--- src/rtl/warp_sched_pkg.sv ---
`timescale 1ns/1ps
package warp_sched_pkg;
   typedef enum logic [1:0] {
      OP_NONE  = 2'd0,
      OP_TMC   = 2'd1,
      OP_SPAWN = 2'd2,
      OP_BAR   = 2'd3
   } wctl_op_e;
endpackage

--- src/rtl/warp_sched_lowmask.sv ---
`timescale 1ns/1ps
// Thermometer mask: bit i set when i < count (saturates naturally)
module warp_sched_lowmask #(
   parameter int N     = 4,
   parameter int CNT_W = 4
) (
   input  logic [CNT_W-1:0] count,
   output logic [N-1:0]     mask
);
   generate
      if ((1 << CNT_W) <= N - 1) begin : g_bad
         $error("warp_sched_lowmask: CNT_W too narrow for N");
      end
      for (genvar i = 0; i < N; i++) begin : g_bit
         assign mask[i] = (CNT_W'(i) < count);
      end
   endgenerate
endmodule

--- src/rtl/warp_sched_rr.sv ---
`timescale 1ns/1ps
// Round-robin picker: first ready warp at or after ptr, wrapping
module warp_sched_rr #(
   parameter int NW = 4,
   localparam int WW = $clog2(NW)
) (
   input  logic          clk,
   input  logic          rst_n,
   input  logic [NW-1:0] ready,
   input  logic [WW-1:0] ptr,
   output logic          valid,
   output logic [WW-1:0] wid
);
   always_comb begin
      valid = 1'b0;
      wid   = '0;
      for (int i = NW - 1; i >= 0; i--) begin
         logic [WW:0] sum;
         sum = {1'b0, ptr} + (WW + 1)'(i);
         if (sum >= (WW + 1)'(NW)) sum = sum - (WW + 1)'(NW);
         if (ready[sum[WW-1:0]]) begin
            valid = 1'b1;
            wid   = sum[WW-1:0];
         end
      end
   end

   AST_PICK_READY: assert property (@(posedge clk) disable iff (!rst_n)
      valid |-> ready[wid]);
   AST_PICK_ANY: assert property (@(posedge clk) disable iff (!rst_n)
      (ready != '0) |-> valid);
endmodule

--- src/rtl/warp_sched_bar.sv ---
`timescale 1ns/1ps
// Counted barrier table: one member set and arrival count per id
module warp_sched_bar #(
   parameter int NW    = 4,
   parameter int NB    = 2,
   parameter int CNT_W = 4,
   localparam int WW   = $clog2(NW),
   localparam int BW   = (NB > 1) ? $clog2(NB) : 1
) (
   input  logic             clk,
   input  logic             rst_n,
   input  logic             arr_valid,
   input  logic [BW-1:0]    arr_id,
   input  logic [WW-1:0]    arr_wid,
   input  logic [CNT_W-1:0] arr_count,
   output logic [NW-1:0]    rel_mask
);
   logic [NW-1:0] arr_bit;
   logic [NW-1:0] rel_each [NB];

   assign arr_bit = NW'(1) << arr_wid;

   generate
      for (genvar b = 0; b < NB; b++) begin : g_bar
         logic [NW-1:0]    members;
         logic [CNT_W-1:0] cnt;
         logic             here;
         logic             hit;

         assign here = arr_valid && (arr_id == BW'(b));
         assign hit  = here && ((cnt + CNT_W'(1)) >= arr_count);
         assign rel_each[b] = hit ? (members | arr_bit) : '0;

         always_ff @(posedge clk) begin
            if (!rst_n) begin
               members <= '0;
               cnt     <= '0;
            end else if (hit) begin
               members <= '0;
               cnt     <= '0;
            end else if (here) begin
               members <= members | arr_bit;
               cnt     <= cnt + CNT_W'(1);
            end
         end

         AST_BAR_POP: assert property (@(posedge clk) disable iff (!rst_n)
            $countones(members) == 32'(cnt));
      end
   endgenerate

   always_comb begin
      rel_mask = '0;
      for (int b = 0; b < NB; b++) rel_mask = rel_mask | rel_each[b];
   end
endmodule

--- src/rtl/warp_sched.sv ---
`timescale 1ns/1ps
module warp_sched
   import warp_sched_pkg::*;
#(
   parameter int          NUM_WARPS    = 4,
   parameter int          NUM_THREADS  = 4,
   parameter int          NUM_BARRIERS = 2,
   parameter int          PC_W         = 32,
   parameter int          CNT_W        = 4,
   parameter int          INSTR_BYTES  = 4,
   parameter logic [31:0] RESET_PC     = 32'h8000_0000,
   localparam int WID_W = $clog2(NUM_WARPS),
   localparam int BAR_W = (NUM_BARRIERS > 1) ? $clog2(NUM_BARRIERS) : 1
) (
   input  logic                   clk,
   input  logic                   rst_n,
   input  logic                   hold_valid,
   input  logic [WID_W-1:0]       hold_wid,
   input  logic [1:0]             ctl_op,
   input  logic [WID_W-1:0]       ctl_wid,
   input  logic [CNT_W-1:0]       ctl_count,
   input  logic [PC_W-1:0]        ctl_addr,
   input  logic [BAR_W-1:0]       ctl_bar,
   input  logic                   redir_valid,
   input  logic [WID_W-1:0]       redir_wid,
   input  logic [PC_W-1:0]        redir_pc,
   output logic                   issue_valid,
   output logic [WID_W-1:0]       issue_wid,
   output logic [PC_W-1:0]        issue_pc,
   output logic [NUM_THREADS-1:0] issue_tmask,
   output logic                   done
);
   localparam int NW = NUM_WARPS;
   localparam int NT = NUM_THREADS;
   localparam logic [PC_W-1:0] STEP = PC_W'(INSTR_BYTES);
   localparam logic [PC_W-1:0] PC0  = PC_W'(RESET_PC);

   generate
      if (NW < 2)            begin : g_e0 $error("NUM_WARPS must be >= 2"); end
      if (NT < 1)            begin : g_e1 $error("NUM_THREADS must be >= 1"); end
      if (NUM_BARRIERS < 1)  begin : g_e2 $error("NUM_BARRIERS must be >= 1"); end
      if ((1 << CNT_W) <= NW || (1 << CNT_W) <= NT)
                             begin : g_e3 $error("CNT_W too narrow"); end
   endgenerate

   wctl_op_e op;
   assign op = wctl_op_e'(ctl_op);

   // per-warp state
   logic [NW-1:0]   active, stall;
   logic [PC_W-1:0] pc    [NW];
   logic [NT-1:0]   tmask [NW];
   logic [WID_W-1:0] ptr;

   logic [NW-1:0]   active_n, stall_n;
   logic [PC_W-1:0] pc_n    [NW];
   logic [NT-1:0]   tmask_n [NW];
   logic [WID_W-1:0] ptr_n;

   logic [NW-1:0] ready;
   assign ready = active & ~stall;

   // issue selection
   warp_sched_rr #(.NW(NW)) u_rr (
      .clk(clk), .rst_n(rst_n), .ready(ready), .ptr(ptr),
      .valid(issue_valid), .wid(issue_wid)
   );

   assign issue_pc    = pc[issue_wid];
   assign issue_tmask = tmask[issue_wid];
   assign done        = (active == '0);

   // command decoders
   logic [NT-1:0] tmc_mask;
   logic [NW-1:0] spawn_range, spawn_sel, ctl_bit, rel_mask;

   warp_sched_lowmask #(.N(NT), .CNT_W(CNT_W)) u_tmc_mask (
      .count(ctl_count), .mask(tmc_mask)
   );
   warp_sched_lowmask #(.N(NW), .CNT_W(CNT_W)) u_spawn_mask (
      .count(ctl_count), .mask(spawn_range)
   );

   assign ctl_bit   = NW'(1) << ctl_wid;
   assign spawn_sel = (op == OP_SPAWN) ? (spawn_range & ~ctl_bit) : '0;

   warp_sched_bar #(.NW(NW), .NB(NUM_BARRIERS), .CNT_W(CNT_W)) u_bar (
      .clk(clk), .rst_n(rst_n),
      .arr_valid(op == OP_BAR), .arr_id(ctl_bar),
      .arr_wid(ctl_wid), .arr_count(ctl_count),
      .rel_mask(rel_mask)
   );

   // next-state: advance, redirect, commands, release, hold (later wins)
   always_comb begin
      active_n = active;
      stall_n  = stall;
      for (int w = 0; w < NW; w++) begin
         pc_n[w]    = pc[w];
         tmask_n[w] = tmask[w];
      end
      ptr_n = ptr;

      if (issue_valid) begin
         pc_n[issue_wid] = pc[issue_wid] + STEP;
         ptr_n = (issue_wid == WID_W'(NW - 1)) ? '0 : issue_wid + WID_W'(1);
      end
      if (redir_valid) pc_n[redir_wid] = redir_pc;

      case (op)
         OP_TMC: begin
            if (ctl_count == '0) active_n[ctl_wid] = 1'b0;
            else                 tmask_n[ctl_wid]  = tmc_mask;
            stall_n[ctl_wid] = 1'b0;
         end
         OP_SPAWN: begin
            for (int w = 0; w < NW; w++) begin
               if (spawn_sel[w]) begin
                  active_n[w] = 1'b1;
                  stall_n[w]  = 1'b0;
                  pc_n[w]     = ctl_addr;
                  tmask_n[w]  = NT'(1);
               end
            end
            stall_n[ctl_wid] = 1'b0;
         end
         OP_BAR:  stall_n[ctl_wid] = 1'b1;
         default: ;
      endcase

      stall_n = stall_n & ~rel_mask;
      if (hold_valid) stall_n[hold_wid] = 1'b1;
   end

   always_ff @(posedge clk) begin
      if (!rst_n) begin
         active <= NW'(1);
         stall  <= '0;
         ptr    <= '0;
         for (int w = 0; w < NW; w++) begin
            pc[w]    <= PC0;
            tmask[w] <= NT'(1);
         end
      end else begin
         active <= active_n;
         stall  <= stall_n;
         ptr    <= ptr_n;
         for (int w = 0; w < NW; w++) begin
            pc[w]    <= pc_n[w];
            tmask[w] <= tmask_n[w];
         end
      end
   end

   // checker state for PC advance
   logic             chk_v;
   logic [WID_W-1:0] chk_wid;
   logic [PC_W-1:0]  chk_pc;
   always_ff @(posedge clk) begin
      if (!rst_n) begin
         chk_v   <= 1'b0;
         chk_wid <= '0;
         chk_pc  <= '0;
      end else begin
         chk_v   <= issue_valid && !(redir_valid && redir_wid == issue_wid)
                    && !spawn_sel[issue_wid];
         chk_wid <= issue_wid;
         chk_pc  <= issue_pc;
      end
   end

   AST_ISSUE_READY: assert property (@(posedge clk) disable iff (!rst_n)
      issue_valid |-> (active[issue_wid] && !stall[issue_wid]));
   AST_PC_STEP: assert property (@(posedge clk) disable iff (!rst_n)
      chk_v |-> (pc[chk_wid] == chk_pc + STEP));
   AST_HOLD_STALLS: assert property (@(posedge clk) disable iff (!rst_n)
      hold_valid |=> stall[$past(hold_wid)]);
   AST_DONE_IDLE: assert property (@(posedge clk) disable iff (!rst_n)
      done |-> !issue_valid);

   generate
      for (genvar w = 0; w < NW; w++) begin : g_chk
         AST_LIVE_MASK: assert property (@(posedge clk) disable iff (!rst_n)
            active[w] |-> (tmask[w] != '0));
      end
   endgenerate
endmodule

--- config.mk ---
export PLATFORM = sky130hd
export DESIGN_NAME = warp_sched
export DESIGN_NICKNAME = d
export VERILOG_FILES = /design/src/rtl/warp_sched_pkg.sv /design/src/rtl/warp_sched_lowmask.sv /design/src/rtl/warp_sched_rr.sv /design/src/rtl/warp_sched_bar.sv /design/src/rtl/warp_sched.sv
export SDC_FILE = /design/constraint.sdc
export NUM_CORES = 1
export LEC_CHECK = 0
export ABC_AREA = 1
export ABC_CLOCK_PERIOD_IN_PS = 3400
export CAP_MARGIN = 10
export CORE_MARGIN = 5
export CORE_UTILIZATION = 53
export DETAILED_ROUTE_END_ITERATION = 8
export PLACE_DENSITY = 0.78
export SYNTH_ARGS = -nofsm -noshare
export SYNTH_HDL_FRONTEND = slang
export SYNTH_HIERARCHICAL = 1
export SYNTH_SLANG_ARGS = --single-unit
--- constraint.sdc ---
create_clock -name clk -period 3.4 [get_ports clk]
set_clock_uncertainty 0.2 [all_clocks]
set_input_delay 0.51 -clock clk [delete_from_list [all_inputs] [get_ports clk]]
set_output_delay 0.51 -clock clk [all_outputs]
set_load 0.01 [all_outputs]
**Yosys cells after proc, flatten, opt, wreduce, memory -nomap -nowiden**

Memories as Yosys holds them, arrays and structs flattened.
Index checks and enable logic that the tools add are counted.

- Bits in registers: 26
- Bits in latches: 0
- RAM bits: 144
- Memory bits (read-only): 0
- Memories: 2

Memories:

| name | depth | width | read ports | clocked after Yosys merged registers in | wr ports | RTL line | source |
|---|---|---|---|---|---|---|---|
| pc | 4 | 32 | 5 | 0 | 4 | warp_sched.sv:51 | `logic [PC_W-1:0] pc [NW];` |
| tmask | 4 | 4 | 5 | 0 | 4 | warp_sched.sv:52 | `logic [NT-1:0] tmask [NW];` |

- Add/subtract/negate cells: 11
- Multipliers: 0
- Divide/modulo/power cells: 0
- Magnitude comparators: 24
- Equal/unequal tests: 9
- Shift-type cells: 1
- Muxes and demuxes: 76
- Bitwise logic cells: 28
- Reductions and logical operators: 18

Operators with widths:

| operator | number |
|---|---|
| 128-bit two-way mux | 3 |
| 32-bit two-way mux | 10 |
| 128-bit bitwise mux | 2 |
| 32-bit demux with 2-bit select | 2 |
| 4-bit two-way mux | 14 |
| 32-bit by 3-bit adder with 32-bit output (second input constant) | 1 |
| 16-bit one-hot mux with 2 select lines | 1 |
| 4-bit bitwise AND | 6 |
| 1-bit two-way mux | 24 |
| 4-bit OR | 5 |
| 3-bit >= comparator (second input constant) | 6 |
| 2-bit by 3-bit < comparator with 1-bit output (second input constant) | 6 |
| 2-bit two-way mux | 9 |
| 16-bit bitwise mux | 1 |
| 16-bit two-way mux | 1 |
| 4-bit NOT | 4 |
| 4-bit one-hot mux with 3 select lines | 1 |
| 3-bit AND reduction | 4 |
| 2-bit != test (second input constant) | 5 |
| 1-bit logical AND | 9 |
| 3-bit by 1-bit < comparator with 1-bit output (second input constant) | 3 |
| 2-bit NOT with 3-bit output | 3 |
| 4-bit by 1-bit adder with 4-bit output (second input constant) | 2 |
| 1-bit binary-select mux with 2-bit select | 4 |
| 20 further kinds | 41 |

**Depth between registers and ports, before layout**

- Depth after elaboration: 21
- Mapped depth: 30

**By module**

The synthesis kept the hierarchy.

By module, submodules not included:

| module | instances | cells an instance | area an instance (µm²) |
|---|---|---|---|
| warp_sched | 1 | 1921 | 11005.6 |
| warp_sched_bar | 1 | 143 | 1011.0 |
| warp_sched_rr | 1 | 46 | 212.7 |
| warp_sched_lowmask | 2 | 8 | 37.5 |

**Worst setup path before layout**

No wires, ideal clock.

- Kind: reg2reg
- Start point: register active[2]
- End point: memory pc[0][3]
- Setup time: 0.128 ns
- Arrival: 2.958 ns
- Slack: 0.114 ns
- Stages on the path, launching flop included: 25
- Path buffers: 7
- Clock period less this slack: 3.286 ns
- Path through: dfxtp_1 -> inv_1 -> nor2_1 -> inv_1 -> nand2_1 -> and2_4 -> nand2_2 -> nand2_2 -> clkinv_2 -> nand2_1 -> nand2_1 -> nand2_1 -> buf_6 -> inv_4 -> buf_12 -> buf_6 -> buf_6 -> buf_2 -> ha_1 -> nand2_1 -> clkbuf_1 -> clkbuf_1 -> o21ai_0 -> o21ai_0 -> a21oi_1

RTL lines:

| item | RTL line | source |
|---|---|---|
| start: declaration | warp_sched.sv:50 | `logic [NW-1:0] active, stall;` |
| start signal: assignment | warp_sched.sv:145 | `active <= active_n;` |
| end: declaration | warp_sched.sv:51 |  |

==> flow_summary.json <==
{
  "gp_congestion": 1.01,
  "viasPerCell": 5.83,
  "die_width_um": 162,
  "status": "completed",
  "antenna_found_initial": 1,
  "critPathKind": "reg -> reg",
  "finalInstanceArea_mm2": 0.0159,
  "cts_tree": "done",
  "max_cap_violations": 0,
  "grt_pass1_wl_um": 69500,
  "synth_warnings": 6,
  "arrival_ps": 3530,
  "r2r_start": "active[0]",
  "pin_count": 121,
  "synthToLayoutAreaGrowth_pct": 29.3,
  "critPathBufInv": 6,
  "dpl_cell_area_mm2": 0.0144,
  "vias": 15300,
  "dieHeight_um": 162,
  "dr.first_iter.drc_count": 2001,
  "syn_nets": 2226,
  "critPathCaptureType": "register",
  "min_period_ps": 3380,
  "num_rows": 55,
  "post-route-period-util_pct": 99.4,
  "cts.sinks": 170,
  "dp_hpwl_um": 29400,
  "rsz0062_at_grt": "yes",
  "routedWlPerCell_um": 17.7,
  "startpoint": "active[0]",
  "finalPower_uw": 13900,
  "htree_num_levels": 4,
  "final_cell_mix": "nand2_1 (749), a21oi_1 (190), inv_1 (171), dfxtp_1 (165), o21ai_0 (153)",
  "slew_viol_final": 0,
  "syn-mean-instance-area_um2": 5.79,
  "cp.required_ps": 3550,
  "ant_nets": 0,
  "worstMarginPinSlew_ps": 990,
  "min_path_type": "reg -> reg",
  "cp-start-kind": "register",
  "routed_wl_um": 46700,
  "setup_viol": 0,
  "gr-total-overflow": 0,
  "seq_area_frac_synth_pct": 27.7,
  "dr.pass1.iters": 8,
  "max-vdd-ir-drop_mv": 0.571,
  "grtUsageTotal_pct": 32.5,
  "hold_viol": 0,
  "syn_inst": 2126,
  "fmaxAchievable_mhz": 296,
  "final_layout_size_suffix_gt1_share_pct": 17.5,
  "clk_pin_slew_ps": 70,
  "grt_pass1_vias": 13800,
  "max_stage_delay_ps": 330,
  "synth_edf_count": 0,
  "root_buffer": "clkbuf_16",
  "ctsLongestPathBuffers": 2,
  "crit_cells": 26,
  "clk_latency_ps": 440,
  "mostFrequentLayoutCell": "nand2_1",
  "core_area_mm2": 0.0228,
  "io_buffer_count": 120,
  "synth_ff_type": "dfxtp_1",
  "drcViolationCount": 0,
  "die_area_mm2": 0.0264,
  "nNetsFinal": 2408,
  "synth_cell_type_count": 45,
  "multi_input_area_mm2": 0.00814,
  "p_per_area_mw_per_mm2": 873,
  "r2r_cells": 26,
  "start_util_pct": 54.0,
  "crit_path_end": "pc[2][17]",
  "r2r_end": "pc[2][17]",
  "antenna_cells": 0,
  "ctsHoldBuffers": 0,
  "critPathMostFrequentCell": "nand2_1",
  "r2r_setup_slack_ps": 20,
  "seq_area_mm2": 0.00341,
  "numCtsBuffers": 17,
  "grt_max_degree": 103,
  "n_fill_cell": 1925,
  "cp_top_family": "simple AND/OR/NAND/NOR gates",
  "synthesis.area_mm2": 0.0123,
  "synth-seq-cells": 170,
  "crit_path_max_fanout": 7,
  "leakage_uw": 0.00759,
  "async_flop_share_pct": 0,
  "relSlewSlack_pct": 34.0,
  "crit_slowest_cell": "dfxtp_1"
}
[stage by stage]
| stage | setup WS [ps] | instances | hold WS (ps) | utilization (%) | TNS (ps) |
|---|---|---|---|---|---|
| 5_1_grt | -243 | 2634 | 282 | 69.8 | -6350 |
| 6_report | 22.0 | 2634 | 263 | 69.8 | 0 |
| 4_1_cts | -223 | 2607 | 264 | 66.2 | -1430 |
| 3_3_place_gp | 88.7 | 2568 | 235 | 63.4 | 0 |
| 2_1_floorplan | 114 | 2126 | 224 | - | 0 |
| 3_5_place_dp | -61.8 | 2568 | 247 | 63.4 | -745 |
[worst min-delay path by stage]
stage                     cells past startpoint     endpoint         from
final                                         2  tmask[2][0]  tmask[2][0]
after global routing                          2  tmask[0][2]  tmask[0][2]
after CTS                                     2  tmask[2][0]  tmask[2][0]
after detailed placement                      2  tmask[2][0]  tmask[2][0]
after global placement                        2  tmask[2][0]  tmask[2][0]
after floorplan                               2  tmask[1][0]  tmask[1][0]
[worst reg2reg max path, cell delays in order, from the launching register on]
cell and delay [ps]:
dfxtp_1 330, inv_1 70, nor2_2 90, inv_1 70, nand2_2 100, nand3_2 100, nand2_2 100, nand3_4 100
nand2_4 80, nand2_4 70, nand2_8 90, buf_6 110, buf_12 130, buf_12 140, nand2_1 70, nand3_1 80
nand2_1 100, buf_4 170, nor2_2 110, nand2_1 100, nor2_2 170, nand2_1 110, xor2_2 230, nand2_1 80
nand2_1 60, nand2_1 60, a21oi_1 180
[Yosys cell counts, types with 6 or more instances]
cell type / number / share of area (%)
o211ai_1: 22 / 1.3
a22oi_1: 9 / 0.55
clkbuf_1: 82 / 2.5
nand2_1: 808 / 25
o22ai_1: 35 / 1.8
or2_2: 8 / 0.41
nand4_1: 15 / 0.76
buf_1: 9 / 0.27
buf_2: 13 / 0.53
buf_4: 7 / 0.43
dfxtp_1: 170 / 28
ha_1: 19 / 1.9
buf_6: 9 / 0.82
nand2_2: 18 / 0.92
nor2_4: 8 / 0.73
o21bai_1: 8 / 0.49
nor2_2: 8 / 0.41
a21oi_1: 196 / 8.0
o21ai_0: 162 / 6.6
nor2_1: 134 / 4.1
inv_1: 173 / 5.3
inv_2: 10 / 0.31
xor2_1: 15 / 1.1
nand3_1: 152 / 6.2
o21ai_2: 6 / 0.43
[layer usage]
metal	track usage [%]	share of wire, %	vias up
met2	54.5	46	1003
met4	14.1	4.4	2
met5	0	0.028	-
met1	41.0	38	6921
met3	5.62	12	206
li1	-	-	7217
[where the power goes]
group | switching, µW | internal, µW | total [µW]
combinational | 5550 | 3710 | 9260
clock | 940 | 1070 | 2010
sequential | 230 | 2380 | 2610
total | 6720 | 7160 | 13900
[flip-flops by register name, indices dropped and copies added, names as in the netlist]
signal,cells
active,4
pc,128
ptr,2
stall,4
tmask,16
u_bar/g_bar.cnt,8
u_bar/g_bar.members,8
[kinds of logic after synthesis]
logic type / synth area share, %
AND/OR/NAND/NOR: 38.6
AO/OA/AOI/OAI: 19.6
buffers and inverters: 10.8
flip-flops: 27.7
adder cells (fa/ha/maj): 1.93
XOR/XNOR: 1.14
multiplexers: 0.244
[cell type report]
| cell class | count | area share, % |
|---|---|---|
| repair buffers | 285 | 16.6 |
| multi-input cells | 1645 | 51.2 |
| well taps | 313 | 2.46 |
| clock buffers | 20 | 2.87 |
| inverters | 189 | 4.55 |
| flip-flops and latches | 170 | 21.5 |
| clock inverters | 12 | 0.826 |
[what timing repair did]
item                                   4_1_cts  5_1_grt
cloned                                       0        4
buffers inserted                             7       24
endpoints found under the hold margin        0        0
gates resized for setup                     40      231
setup endpoints to repair                   93      136
pin swaps                                    3       48
No activity file was read; power rests on OpenSTA's default activity.
